==> config.mk <==
export PLATFORM = sky130hd
export DESIGN_NAME = dbg_line_monitor
export DESIGN_NICKNAME = d
export VERILOG_FILES = /design/src/rtl/dbgmon_pkg.sv /design/src/rtl/dbgmon_datapath.sv /design/src/rtl/dbgmon_control.sv /design/src/rtl/dbg_line_monitor.sv
export SDC_FILE = /design/constraint.sdc
export NUM_CORES = 1
export LEC_CHECK = 0
export BUFFER_PORTS_ARGS = -buffer_cell sky130_fd_sc_hd__buf_4
export CAP_MARGIN = 20
export CORE_ASPECT_RATIO = 1.4
export CORE_MARGIN = 2
export CORE_UTILIZATION = 40
export CTS_CLUSTER_SIZE = 28
export DETAILED_ROUTE_END_ITERATION = 10
export PLACE_DENSITY = 0.64
export RECOVER_POWER = 100
export SLEW_MARGIN = 30
export SYNTH_ARGS = -nofsm -noshare
export SYNTH_HDL_FRONTEND = slang
export SYNTH_SLANG_ARGS = --single-unit
export TNS_END_PERCENT = 100
==> constraint.sdc <==
create_clock -name clk -period 2 [get_ports clk]
set_input_delay 0 -clock clk [delete_from_list [all_inputs] [get_ports clk]]
set_output_delay 0 -clock clk [all_outputs]
set_load 0.05 [all_outputs]
==> src/rtl/dbgmon_pkg.sv <==
package dbgmon_pkg;

  typedef enum logic [0:0] {
    ST_WATCH = 1'b0,
    ST_ECHO  = 1'b1
  } monState_t;

  // strobes from control to datapath
  typedef struct packed {
    logic loadEcho;
    logic clearLow;
  } ctlStrobe_t;

  // conditions reported by the datapath
  typedef struct packed {
    logic breakSeen;
    logic framingSeen;
    logic collisionSeen;
    logic echoLast;
  } lineStatus_t;

endpackage

==> src/rtl/dbgmon_datapath.sv <==
module dbgmon_datapath
  import dbgmon_pkg::*;
#(
  parameter int BREAK_BITS = 9,
  parameter int ECHO_BITS  = 40
) (
  input  logic        clk,
  input  logic        rstN,
  input  logic        lineIn,
  input  logic        bitTick,
  input  logic        txActive,
  input  logic        txDrive,
  input  logic        stopValid,
  input  logic        stopBit,
  input  ctlStrobe_t  ctl,
  output lineStatus_t status
);

  localparam int LW = $clog2(BREAK_BITS + 1);
  localparam int EW = $clog2(ECHO_BITS + 1);
  localparam logic [LW-1:0] LOW_MAX = LW'(BREAK_BITS);
  localparam logic [LW-1:0] LOW_HIT = LW'(BREAK_BITS - 1);
  localparam logic [EW-1:0] ECHO_LOAD = EW'(ECHO_BITS - 1);

  logic [LW-1:0] lowCnt;
  logic [EW-1:0] echoCnt;

  // consecutive-low counter, in bit ticks
  always_ff @(posedge clk) begin
    if (!rstN || ctl.clearLow) begin
      lowCnt <= '0;
    end else if (bitTick) begin
      if (lineIn)                lowCnt <= '0;
      else if (lowCnt != LOW_MAX) lowCnt <= lowCnt + 1'b1;
    end
  end

  // remaining ticks of the echoed break
  always_ff @(posedge clk) begin
    if (!rstN) begin
      echoCnt <= '0;
    end else if (ctl.loadEcho) begin
      echoCnt <= ECHO_LOAD;
    end else if (bitTick && echoCnt != '0) begin
      echoCnt <= echoCnt - 1'b1;
    end
  end

  always_comb begin
    status.breakSeen     = bitTick && !lineIn && (lowCnt == LOW_HIT);
    status.framingSeen   = stopValid && !stopBit;
    status.collisionSeen = bitTick && txActive && txDrive && !lineIn;
    status.echoLast      = bitTick && (echoCnt == '0);
  end

endmodule

==> src/rtl/dbgmon_control.sv <==
module dbgmon_control
  import dbgmon_pkg::*;
(
  input  logic        clk,
  input  logic        rstN,
  input  logic        lineIn,
  input  lineStatus_t status,
  output ctlStrobe_t  ctl,
  output logic        abortPulse,
  output logic        baudReset,
  output logic        breakDrive,
  output logic        holdReset
);

  monState_t state, stateNext;
  logic holdFlag;
  logic quiet;
  logic anyErr;

  assign quiet  = (state == ST_WATCH) && !holdFlag;
  assign anyErr = quiet && (status.breakSeen || status.framingSeen ||
                            status.collisionSeen);

  always_comb begin
    ctl.loadEcho = anyErr;
    ctl.clearLow = (state == ST_ECHO) || holdFlag || anyErr;
  end

  always_comb begin
    stateNext = state;
    unique case (state)
      ST_WATCH: if (anyErr)          stateNext = ST_ECHO;
      ST_ECHO:  if (status.echoLast) stateNext = ST_WATCH;
      default:                       stateNext = ST_WATCH;
    endcase
  end

  always_ff @(posedge clk) begin
    if (!rstN) begin
      state      <= ST_WATCH;
      holdFlag   <= 1'b0;
      abortPulse <= 1'b0;
      baudReset  <= 1'b0;
    end else begin
      state      <= stateNext;
      abortPulse <= anyErr;
      baudReset  <= anyErr;
      if (quiet && status.breakSeen)
        holdFlag <= 1'b1;
      else if (holdFlag && state == ST_WATCH && lineIn)
        holdFlag <= 1'b0;
    end
  end

  assign breakDrive = (state == ST_ECHO);
  assign holdReset  = holdFlag;

endmodule

==> src/rtl/dbg_line_monitor.sv <==
module dbg_line_monitor
  import dbgmon_pkg::*;
#(
  parameter int BREAK_BITS = 9,
  parameter int CHAR_BITS  = 10,
  parameter int ECHO_CHARS = 4
) (
  input  logic clk,
  input  logic rstN,
  input  logic lineIn,
  input  logic bitTick,
  input  logic txActive,
  input  logic txDrive,
  input  logic stopValid,
  input  logic stopBit,
  output logic abortPulse,
  output logic baudReset,
  output logic breakDrive,
  output logic holdReset
);

  localparam int ECHO_BITS = CHAR_BITS * ECHO_CHARS;

  ctlStrobe_t  ctl;
  lineStatus_t status;

  dbgmon_datapath #(.BREAK_BITS(BREAK_BITS), .ECHO_BITS(ECHO_BITS)) dp (
    .clk(clk), .rstN(rstN), .lineIn(lineIn), .bitTick(bitTick),
    .txActive(txActive), .txDrive(txDrive), .stopValid(stopValid),
    .stopBit(stopBit), .ctl(ctl), .status(status)
  );

  dbgmon_control ctrl (
    .clk(clk), .rstN(rstN), .lineIn(lineIn), .status(status), .ctl(ctl),
    .abortPulse(abortPulse), .baudReset(baudReset),
    .breakDrive(breakDrive), .holdReset(holdReset)
  );

endmodule

# After elaboration in Yosys (flattened, before gate mapping)
# Index checks and enable logic that the tools add are counted.
[op_classes]
reduce_logical = 29
n_addsub = 2
eq_ne = 2
bitwise_logic = 2
muxes = 9
[op_table]
columns = ["operator", "n"]
rows = [
  ["$logic_and 1x1->1", 13],
  ["$mux 6", 2],
  ["$mux 4", 2],
  ["$logic_not 6->1", 1],
  ["$reduce_bool 2->1", 3],
  ["$reduce_bool 6->1", 1],
  ["$sub 6x1->6 const B", 1],
  ["$logic_or 1x1->1", 5],
  ["$add 4x1->4 const B", 1],
  ["$eq 4x4->1 const B", 1],
  ["$logic_not 1->1", 4],
  ["$mux 1", 4],
  ["$ne 4x4->1 const B", 1],
  ["$not 1->1", 2],
  ["$pmux 1 s2", 1],
  ["$reduce_and 2->1", 1],
  ["$reduce_or 2->1", 1],
]
[word_totals]
ff_bits = 13
output_inout_bits = 4
in_bits = 8

# Longest topological paths before layout
# Gate-level depths: netlist of run 1.
[logic_depth]
ltp_word = 8
depth_mapped = 6
depth_no_buf = 6

# Modules after synthesis
# Synthesis of run 1 repeated with hierarchy kept, for this count alone.
[hier_totals]
hier_cells = 88
area_unflattened_um2 = 772.0
[modules_own_cells]
columns = ["module", "n_inst", "cells_each", "seq_area_each_um2", "area_each_um2"]
rows = [
  ["dbgmon_datapath", 1, 72, 200.2, 616.8],
  ["dbgmon_control", 1, 16, 60.1, 155.1],
]

# Worst setup path before layout of run 1
# OpenSTA, ideal clock, no wires.
[synth_timing]
kind = "reg-to-reg"
startpoint = "register dp.echoCnt[2]"
endpoint = "register dp.echoCnt[5]"
setup_time_ns = 0.114
path_slack_ns = 0.508
stages_incl_launch_ff = 5
synth_period_minus_slack_ns = 1.492
t_arrival_ns = 1.378
required_time_ns = 1.886
cell_sequence = "dfxtp_1 > or3_4 > nor3_2 > mux2_1 > a21o_1"
[synth_via]
elab_chain_len = 3
word_cells_on_any_way = 6
classes_between = "1 x add/sub; 2 x mux; 3 x reduce/logical"
[synth_lines]
columns = ["element", "line_no", "rtl"]
rows = [
  ["from (decl)", "dbgmon_datapath.sv:26", "logic [EW-1:0] echoCnt;"],
  ["from (signal assigned)", "dbgmon_datapath.sv:45", "echoCnt <= echoCnt - 1'b1;"],
  ["$sub 6x1->6 / $reduce_bool 6->1 (equally long branches)", "dbgmon_datapath.sv:45, dbgmon_datapath.sv:44", ""],
  ["$mux 6 / $logic_and 1x1->1 (equally long branches)", "dbgmon_datapath.sv:44", "end else if (bitTick && echoCnt != '0) begin"],
  ["$mux 6 / $reduce_bool 2->1 (equally long branches)", "n/a", ""],
]
# Several ways; a longest one is shown, not always the timed one. The select of a mux whose other input is x is not followed.
# A chain may end at the register's enable or synchronous reset.

# Final worst setup path of run 1
[layout_timing]
startpoint = "register dp.lowCnt[0]"
endpoint = "register ctrl.state (netlist: ctrl.breakDrive)"
[layout_via]
elab_chain_len = 7
[layout_lines]
columns = ["element", "line_no", "rtl"]
rows = [
  ["from (decl)", "dbgmon_datapath.sv:25", "logic [LW-1:0] lowCnt;"],
  ["from (signal assigned)", "dbgmon_datapath.sv:34", "else if (lowCnt != LOW_MAX) lowCnt <= lowCnt + 1'b1;"],
  ["$eq 4x4->1", "dbgmon_datapath.sv:50", "status.breakSeen = bitTick && !lineIn && (lowCnt == LOW_HIT);"],
  ["$logic_and 1x1->1", "dbgmon_datapath.sv:50", ""],
  ["$logic_or 1x1->1 (2 in a row)", "dbgmon_control.sv:21", "assign anyErr = quiet && (status.breakSeen || status.framingSeen ||"],
  ["$logic_and 1x1->1", "dbgmon_control.sv:21", ""],
  ["$mux 1", "dbgmon_control.sv:32", "ST_WATCH: if (anyErr) stateNext = ST_ECHO;"],
  ["$pmux 1 s2", "dbgmon_control.sv:31", "unique case (state)"],
  ["to (signal assigned)", "dbgmon_control.sv:45", "state <= stateNext;"],
  ["to (decl)", "dbgmon_control.sv:15", "monState_t state, stateNext;"],
]
# No other way between the ends.

==> impl_metrics.tcl, run 1 <==
set metrics [dict create \
    async_flop_share_pct 0 \
    p_per_area_nw_per_um2 1010 \
    ys.flop_type "dfxtp_1" \
    syn_avg_cell_area_sq_um 9.14 \
    grt_pass1_vias 556 \
    die_h_um 55.2 \
    period_needed_ns 1.60 \
    wire_per_inst_um 12.0 \
    clkTransAtPathRegs_ns 0.07 \
    leakage_uw 0.000363 \
    timing.fmax_mhz 627 \
    required_ns 2.22 \
    syn_area_sq_um 749 \
    synth_nets 95 \
    setup_viol 0 \
    crit_path_end_kind "flop" \
    cp-startpoint "dp.lowCnt[0]" \
    worstSetupEndpoint "ctrl.breakDrive" \
    fin_nets 109 \
    synth_most_common_cell "dfxtp_1" \
    r2r_slack_ns 0.40 \
    maxSlewViolCount 0 \
    maxSlewHeadroom_pct 58.1 \
    ios 12 \
    setup_tns_ns 0 \
    fin_area_sq_um 851 \
    syn_to_final_growth_pct 13.5 \
    cts_tree "built" \
    timing.rr.end "ctrl.breakDrive" \
    drive_gt1_share_pct 17.9 \
    yosys_warnings 0 \
    start_util_pct 42.7 \
    dpl-instance-area_sq_um 840 \
    place.gp.congestion 0.769 \
    finalCritPeriodShare_pct 79.8 \
    synth-edff-count 0 \
    cts_root_buf "clkbuf_4" \
    tightest_slew_ns 0.627 \
    rr_worst_depth 6 \
    cp_slowest_cell "nor3b_1" \
    drc 0 \
    rows 18 \
    critPathMaxFanout 6 \
    ys_ff_latch 13 \
    syn_inst 82 \
    dp.final_hpwl_um 1110 \
    vias 617 \
    ys_top_cells_by_count "13 x dfxtp_1, 7 x inv_1, 7 x nor2_1" \
    antenna_found_initial 0 \
    dr.first_iter.drc_count 7 \
    avgViaCountPerCell 5.37 \
    ys_top_cells_by_area "dfxtp_1 35%, ha_1 8.3%, mux2i_1 4.0%" \
    p_total_uw 860 \
    arrival_ns 1.81 \
    dieArea_sq_um 2240 \
    core_area_sq_um 1760 \
    grt_setup_unrepaired "false" \
    cts_buffers 3 \
    worst_slack_ns 0.405 \
    seq_area_frac_synth_pct 34.7 \
    cap_violations 0 \
    synth_cell_types 39 \
    numClockSinks 13 \
    hold_viol_final 0 \
    grt-ovfl-total 0 \
    r2r-start "dp.lowCnt[0]" \
    outcome "finished clean" \
    grt_max_degree 11 \
    clockBufferDepth 2 \
    n_antenna_cell 0 \
    yosys.area.top_type_share_pct 34.7 \
    hp-class "input pin to flop" \
    drt_first_pass_iters 4 \
    port_buffers 11 \
    track_usage_pct 15.0 \
    synth_top_area_cell "dfxtp_1" \
    ir_worst_vdd_mv 0.493 \
    clock_latency_ns 0.27 \
    die_w_um 40.6 \
    crit_chain "inv_1 -> ha_1 -> and3b_1 -> a211oi_2 -> nor3b_1 -> a31o_2" \
    final_antenna_net_count 0 \
    start_kind "flop" \
    hold_start "lineIn" \
    finClkSkew_ns 0.00148 \
    wl_um 1380 \
    cts_setup_buffers 0 \
    crit_type "flop to flop" \
    htree_num_levels 1 \
    critPathMaxStageDelay_ns 0.55 \
    pre_cts_ws_ns 0.416 \
    grt_pass1_wl_um 2280 \
]
[state kept, by name (all words and copies together), names as in the netlist]
register	cells
dp.echoCnt	6
ctrl.holdReset	1
ctrl.breakDrive	1
ctrl.abortPulse	1
dp.lowCnt	4
[critical path, delay by kind of cell (launching register included)]
family	cells	cell delay, ns
DFF	1	0.35
adders and majority gates	1	0.13
buffers and inverters	1	0.07
and+or+nand+nor	2	0.74
AOI/OAI and AO/OA	2	0.25
[cells by family after synthesis]
kind of cell	after synthesis	share of synthesized area [%]
AO/OA/AOI/OAI	21	20.7
XOR/XNOR	1	1.17
adder cells (fa/ha/maj)	5	8.35
buffers and inverters	10	5.84
flip-flops	13	34.7
multiplexers	4	5.51
AND/OR/NAND/NOR	28	23.7
[per-layer routing]
metal | global-route usage, % | share of wire, %
met1 | 16.5 | 40
met2 | 24.0 | 53
met3 | 2.81 | 4.1
met4 | 10.0 | 3.2
met5 | 0 | 0
[cell type report]
| class | count | area [sq um] |
|---|---|---|
| clock buffer | 4 | 26.3 |
| fill | 191 | 906 |
| inverter | 7 | 26.3 |
| multi-input combinational | 59 | 435 |
| sequential | 13 | 260 |
| tap | 20 | 25.0 |
| timing repair buffer | 12 | 77.6 |
[cell usage in the layout (no fill, tap or decap), drive strengths merged]
cell type / instances
a211oi: 1
a21bo: 1
a21o: 3
a21oi: 2
a22oi: 1
a2bb2oi: 1
a311o: 1
a31o: 1
a31oi: 2
and3: 1
and3b: 2
buf: 7
clkbuf: 8
dfxtp: 13
dlygate4sd3: 1
ha: 5
inv: 7
mux2: 1
mux2i: 3
nand2: 3
nand2b: 1
nand3b: 1
nor2: 8
nor2b: 4
nor3: 2
nor3b: 2
nor4b: 1
o21ai: 5
o21bai: 1
o31ai: 1
o41ai: 1
or2b: 1
or3: 1
or4: 1
xnor2: 1
[report_power, final]
part / internal [uW] / total [uW] / switching (uW)
Combinational: 174 / 348 / 174
Clock: 77.3 / 158 / 80.8
Sequential: 307 / 354 / 46.6
[stage by stage]
step	hold WS (ns)	util [%]	std cells
final	0.0676	48.4	115
after global routing	0.0936	48.4	115
after CTS	0.0584	49.9	115
after detailed placement	0.274	47.8	110
after global placement	0.277	47.8	110
after floorplan	0.206	-	82
[what timing repair did]
| action | 4_1_cts | 5_1_grt |
|---|---|---|
| hold endpoints to repair | 3 | 0 |
| resized for setup | 0 | 0 |
| hold buffers | 1 | 0 |
[how the worst min path moves through the flow]
stage                          end  slack, ns  depth (start not counted)
detailed placement   dp.echoCnt[1]       0.27                          2
floorplan           ctrl.holdReset       0.21                          3
CTS                   dp.lowCnt[3]       0.06                          3
finish                dp.lowCnt[3]       0.07                          3
global route          dp.lowCnt[3]       0.09                          3
global placement     dp.echoCnt[0]       0.28                          2
(Power assumes the default switching activity.)
==> run 2: changes to the inputs <==
--- a/config.mk
+++ b/config.mk
@@ -12,7 +12,7 @@
 export CORE_UTILIZATION = 40
 export CTS_CLUSTER_SIZE = 28
 export DETAILED_ROUTE_END_ITERATION = 10
-export PLACE_DENSITY = 0.64
+export PLACE_DENSITY = 0.66
 export RECOVER_POWER = 100
 export SLEW_MARGIN = 30
 export SYNTH_ARGS = -nofsm -noshare
==> constraint.sdc (replaced) <==
create_clock -name clk -period 1.33 [get_ports clk]
set_input_delay 0 -clock clk [delete_from_list [all_inputs] [get_ports clk]]
set_output_delay 0 -clock clk [all_outputs]
set_load 0.05 [all_outputs]
==> run 2 against run 1 <==
Effect of this change:
- the flow now finishes with violations (setup timing)
- setup slack got worse by 0.58 ns
- global-route usage up 2.2 points
- cell count increased by 12%
- maximum frequency up 6.0%
- non-clock buffer count is 14 higher
- clock skew shrank 0.0012 ns
- clock power rose by 51%
==> impl_metrics.tcl, run 2 (synthesis gave the netlist of run 1 again) <==
set metrics [dict create \
    cap_violations 0 \
    power_frac_seq_pct 31.4 \
    track_usage_pct 17.2 \
    htree_num_levels 1 \
    vias 687 \
    critPathBufInv 2 \
    grt-ovfl-total 0 \
    critPathMaxStageDelay_ns 0.33 \
    r2r-start "dp.lowCnt[1]" \
    dp_cells 122 \
    gr-usage-met3_pct 2.41 \
    clock_latency_ns 0.27 \
    r2r_slack_ns -0.17 \
    dieArea_sq_um 2240 \
    clockBufferDepth 2 \
    nFillCells 152 \
    crit_chain "inv_2 -> ha_2 -> and3b_1 -> a211oi_4 -> o41ai_2 -> buf_4 -> a21oi_2" \
    ios 12 \
    rr_worst_depth 7 \
    arrival_ns 1.66 \
    power.switching_uw 587 \
    wire_per_inst_um 13.5 \
    violations "setup timing" \
    start_kind "flop" \
    hold_path_depth 3 \
    leakage_uw 0.000466 \
    drive_gt1_share_pct 49.5 \
    crit_cells 7 \
    crit_path_end_kind "flop" \
    crit_type "flop to flop" \
    power_frac_comb_pct 54.4 \
    drt_first_pass_iters 4 \
    largest_registers "dp.echoCnt: 6 flops, dp.lowCnt: 4 flops" \
    port_buffers 11 \
    outcome "finished with violations" \
    grt_pass1_wl_um 2670 \
    cts_root_buf "clkbuf_4" \
    hold_ws_ns 0.0160 \
    fin_util_pct 61.3 \
    rows 18 \
    final_antenna_net_count 0 \
    finClkSkew_ns 0.000241 \
    cts_tree "built" \
    ir_worst_vdd_mv 0.770 \
    power.share.clock_pct 14.2 \
    dp.final_hpwl_um 1260 \
    fin_cells 129 \
    maxSlewViolCount 0 \
    drc 0 \
    grt_setup_unrepaired "true" \
    met2_usage_pct 32.4 \
    hold_end "ctrl.holdReset" \
    worst_path_dominant_cell_family "compound AO/OA/AOI/OAI gates" \
    most-common-layout-cells "21 x buf_4, 7 x nor2_1, 7 x dfxtp_1" \
    finalCritPeriodShare_pct 113 \
    grt_max_degree 11 \
    n_antenna_cell 0 \
    gr-max-usage-layer "met2" \
    wl_um 1750 \
    p_per_area_nw_per_um2 1560 \
    cp-startpoint "dp.lowCnt[1]" \
    start_util_pct 42.7 \
    regMostFlops "dp.echoCnt" \
    die_h_um 55.2 \
    clkTransAtPathRegs_ns 0.07 \
    core_area_sq_um 1760 \
    grt_pass1_vias 678 \
    dr.first_iter.drc_count 5 \
    setup_tns_ns -1.16 \
    layout_commonest_cell "buf_4" \
    largest_reg_flops 6 \
    hold_start "rstN" \
    syn_to_final_growth_pct 43.6 \
    switching_share_pct 35.1 \
    timing.fmax_mhz 665 \
    met1_usage_pct 15.4 \
    setup_viol 11 \
    tightest_slew_ns 0.591 \
    maxSlewHeadroom_pct 60.8 \
    hp-class "input pin to flop" \
    cts_buffers 3 \
    fin_nets 123 \
    period_needed_ns 1.50 \
    intPower_uw 1090 \
    pre_cts_ws_ns -0.152 \
    die_w_um 40.6 \
    critPathMaxFanout 3 \
    timing.rr.end "dp.echoCnt[3]" \
    hold_viol_final 0 \
    cp_slowest_cell "dfxtp_2" \
    worst_slack_ns -0.174 \
    place.gp.congestion 0.726 \
    avgViaCountPerCell 5.33 \
    antenna_found_initial 0 \
    numClockSinks 13 \
    required_ns 1.49 \
]
==> run 2: changes by cell type in the layout (fill, tap and decap cells not counted), sizes merged <==
cell	previous run	this run
buf	7	23
clkbuf	8	6
==> run 2: worst max path at each step <==
stage                               end
after floorplan           dp.echoCnt[5]
after global placement    dp.echoCnt[5]
after detailed placement  dp.echoCnt[5]
after CTS                 dp.echoCnt[5]
after global routing      dp.echoCnt[3]
final                     dp.echoCnt[3]
==> run 2: cell type report <==
| cell class | count | area [sq um] | share of cell area [%] |
|---|---|---|---|
| tap | 20 | 25.0 | 2.33 |
| sequential | 13 | 268 | 24.9 |
| timing repair buffer | 26 | 198 | 18.4 |
| clock buffer | 4 | 26.3 | 2.44 |
| multi-input combinational | 59 | 533 | 49.5 |
| inverter | 7 | 26.3 | 2.44 |
==> run 2: per-stage QoR <==
stage | area [sq um] | power (uW)
2_1_floorplan | 762 | 1010
3_3_place_gp | 942 | 1250
3_5_place_dp | 942 | 1270
4_1_cts | 1010 | 1560
5_1_grt | 1080 | 1770
6_report | 1080 | 1670
==> run 2: repair_timing <==
action	in CTS	in global routing
cloned	0	0
setup endpoints to repair	11	12
hold buffers	1	0
resized for setup	10	10
setup buffers	0	3
pin swaps	10	8
hold endpoints to repair	3	0
==> run 2: power groups by stage <==
stage                     Combinational [uW]  Clock (uW)  Sequential [uW]
after floorplan                          451           0              557
after global placement                   718           0              530
after detailed placement                 740           0              529
after CTS                                792         247              524
after global routing                     984         259              530
final                                    911         238              525
==> run 2: routing by layer <==
metal	wire (um)	vias to the layer above
met4	17	0
met5	0	-
met2	1100	13
li1	-	342
met3	41	2
met1	589	330
==> run 2: worst min-delay path, cell delays in order <==
cell	delay, ns
buf_4	0.14
o21ai_0	0.07
nor2_1	0.04
==> run 3: changes to the inputs <==
--- a/config.mk
+++ b/config.mk
@@ -9,10 +9,11 @@
 export CAP_MARGIN = 20
 export CORE_ASPECT_RATIO = 1.4
 export CORE_MARGIN = 2
-export CORE_UTILIZATION = 40
+export CORE_UTILIZATION = 32
+export CTS_BUF_LIST = sky130_fd_sc_hd__clkbuf_4
 export CTS_CLUSTER_SIZE = 28
 export DETAILED_ROUTE_END_ITERATION = 10
-export PLACE_DENSITY = 0.66
+export PLACE_DENSITY = 0.56
 export RECOVER_POWER = 100
 export SLEW_MARGIN = 30
 export SYNTH_ARGS = -nofsm -noshare
==> run 3 against run 2 <==
Effect of this change:
- the flow still finishes with violations (setup timing)
- combinational power rose by 2%
- cell count rose by 3.9%
- cell area rose by 4.9%
- largest cell class unchanged
- highest routed layer is now met3
- die area rose by 23%
==> impl_metrics.tcl, run 3 (synthesis gave the netlist of run 1 again) <==
set metrics [dict create \
    setup_viol 11 \
    numClockSinks 13 \
    antenna_found_initial 0 \
    place.gp.congestion 0.720 \
    crit_chain "inv_2 -> ha_4 -> and3b_2 -> a211oi_4 -> nor3b_2 -> a311o_1" \
    cp_slowest_cell "dfxtp_2" \
    n_antenna_cell 0 \
    track_usage_pct 15.1 \
    r2r_slack_ns -0.14 \
    hold_ws_ns 0.0246 \
    wire_per_inst_um 13.6 \
    ios 12 \
    clock_latency_ns 0.27 \
    syn_to_final_growth_pct 50.6 \
    crit_path_end_kind "flop" \
    clkTransAtPathRegs_ns 0.08 \
    violations "setup timing" \
    most-common-layout-cells "22 x buf_4, 7 x nor2_1, 7 x dfxtp_2" \
    critPathBufInv 1 \
    start_kind "flop" \
    cts_buffers 3 \
    start_util_pct 34.0 \
    tightest_slew_ns 0.590 \
    leakage_uw 0.000489 \
    grt-ovfl-total 0 \
    maxSlewViolCount 0 \
    drive_gt1_share_pct 56.3 \
    layout_commonest_cell "buf_4" \
    arrival_ns 1.63 \
    core_area_sq_um 2200 \
    final_antenna_net_count 0 \
    rows 20 \
    finClkSkew_ns 0.00189 \
    hold_viol_final 0 \
    critPathMaxFanout 6 \
    grt_pass1_wl_um 3020 \
    fin_cells 134 \
    timing.fmax_mhz 679 \
    grt_pass1_vias 715 \
    fin_nets 126 \
    die_h_um 61.3 \
    avgViaCountPerCell 5.10 \
    maxSlewHeadroom_pct 60.8 \
    required_ns 1.49 \
    vias 683 \
    hp-class "input pin to flop" \
    clockBufferDepth 2 \
    finalCritPeriodShare_pct 111 \
    worst_slack_ns -0.144 \
    hold_path_depth 3 \
    dr.first_iter.drc_count 4 \
    grt_setup_unrepaired "true" \
    drc 0 \
    outcome "finished with violations" \
    grt_max_degree 11 \
    htree_num_levels 1 \
    die_w_um 44.9 \
    regMostFlops "dp.echoCnt" \
    wl_um 1830 \
    critPathMaxStageDelay_ns 0.34 \
    ir_worst_vdd_mv 0.607 \
    cap_violations 0 \
    crit_type "flop to flop" \
    cts_root_buf "clkbuf_4" \
    dp_cells 125 \
    rr_worst_depth 6 \
    period_needed_ns 1.47 \
    nFillCells 229 \
    cts_tree "built" \
    largest_registers "dp.echoCnt: 6 flops, dp.lowCnt: 4 flops" \
    port_buffers 11 \
    largest_reg_flops 6 \
    dp.final_hpwl_um 1340 \
    dieArea_sq_um 2750 \
    worst_path_dominant_cell_family "compound AO/OA/AOI/OAI gates" \
    crit_cells 6 \
    p_per_area_nw_per_um2 1520 \
    drt_first_pass_iters 3 \
]
==> run 3: worst paths after layout <==
| kind | startpoint | to |
|---|---|---|
| setup / recovery | dp.lowCnt[1] | dp.echoCnt[2] |
| hold / removal | rstN | ctrl.holdReset |
| setup reg to reg | dp.lowCnt[1] | dp.echoCnt[2] |
| hold reg to reg | ctrl.holdReset | ctrl.holdReset |
==> run 3: worst reg2reg max path, stage by stage, from the launching register on <==
cell and delay, ns:
dfxtp_2 0.34, inv_2 0.05, ha_4 0.15, and3b_2 0.22, a211oi_4 0.21, nor3b_2 0.12
a311o_1 0.28
==> run 3: where the power goes <==
group	leakage (uW)	switching (uW)	total [uW]	internal, uW
combinational	0.000361	431	927	497
clock	0.0000184	121	258	136
sequential	0.000109	51.0	525	474
total	0.000489	603	1710	1110
==> run 3: repair_timing <==
action | in CTS | in global routing
pin swaps | 6 | 10
hold buffers | 1 | 0
buffers inserted | 2 | 2
endpoints found under the setup margin | 11 | 12
hold endpoints to repair | 3 | 0
gates resized for setup | 13 | 13
gates cloned | 0 | 0
==> run 3: per-stage QoR <==
stage	area, sq um	utilization, %	TNS, ns	power, uW	setup slack, ns
finish	1130	51.2	-0.986	1710	-0.144
global route	1130	51.2	-1.69	1830	-0.204
CTS	1070	48.5	-0.835	1640	-0.154
detailed placement	952	43.2	-1.04	1260	-0.153
global placement	952	43.2	-0.928	1240	-0.143
floorplan	762	-	-0.316	1010	-0.141
==> run 3: layer usage <==
metal	wire length [um]	track usage [%]
met3	43	2.64
met4	0	5.04
met2	1120	31.3
met1	663	14.4
met5	0	0
==> run 3: layout make-up <==
cell class                      instances  area, sq um  area share, %
Tap cell                               22         27.5           2.44
Sequential cell                        13          269           23.8
Clock buffer                            4         30.0           2.66
Timing Repair Buffer                   29          215           19.1
Inverter                                7         26.3           2.33
Multi-Input combinational cell         59          561           49.7
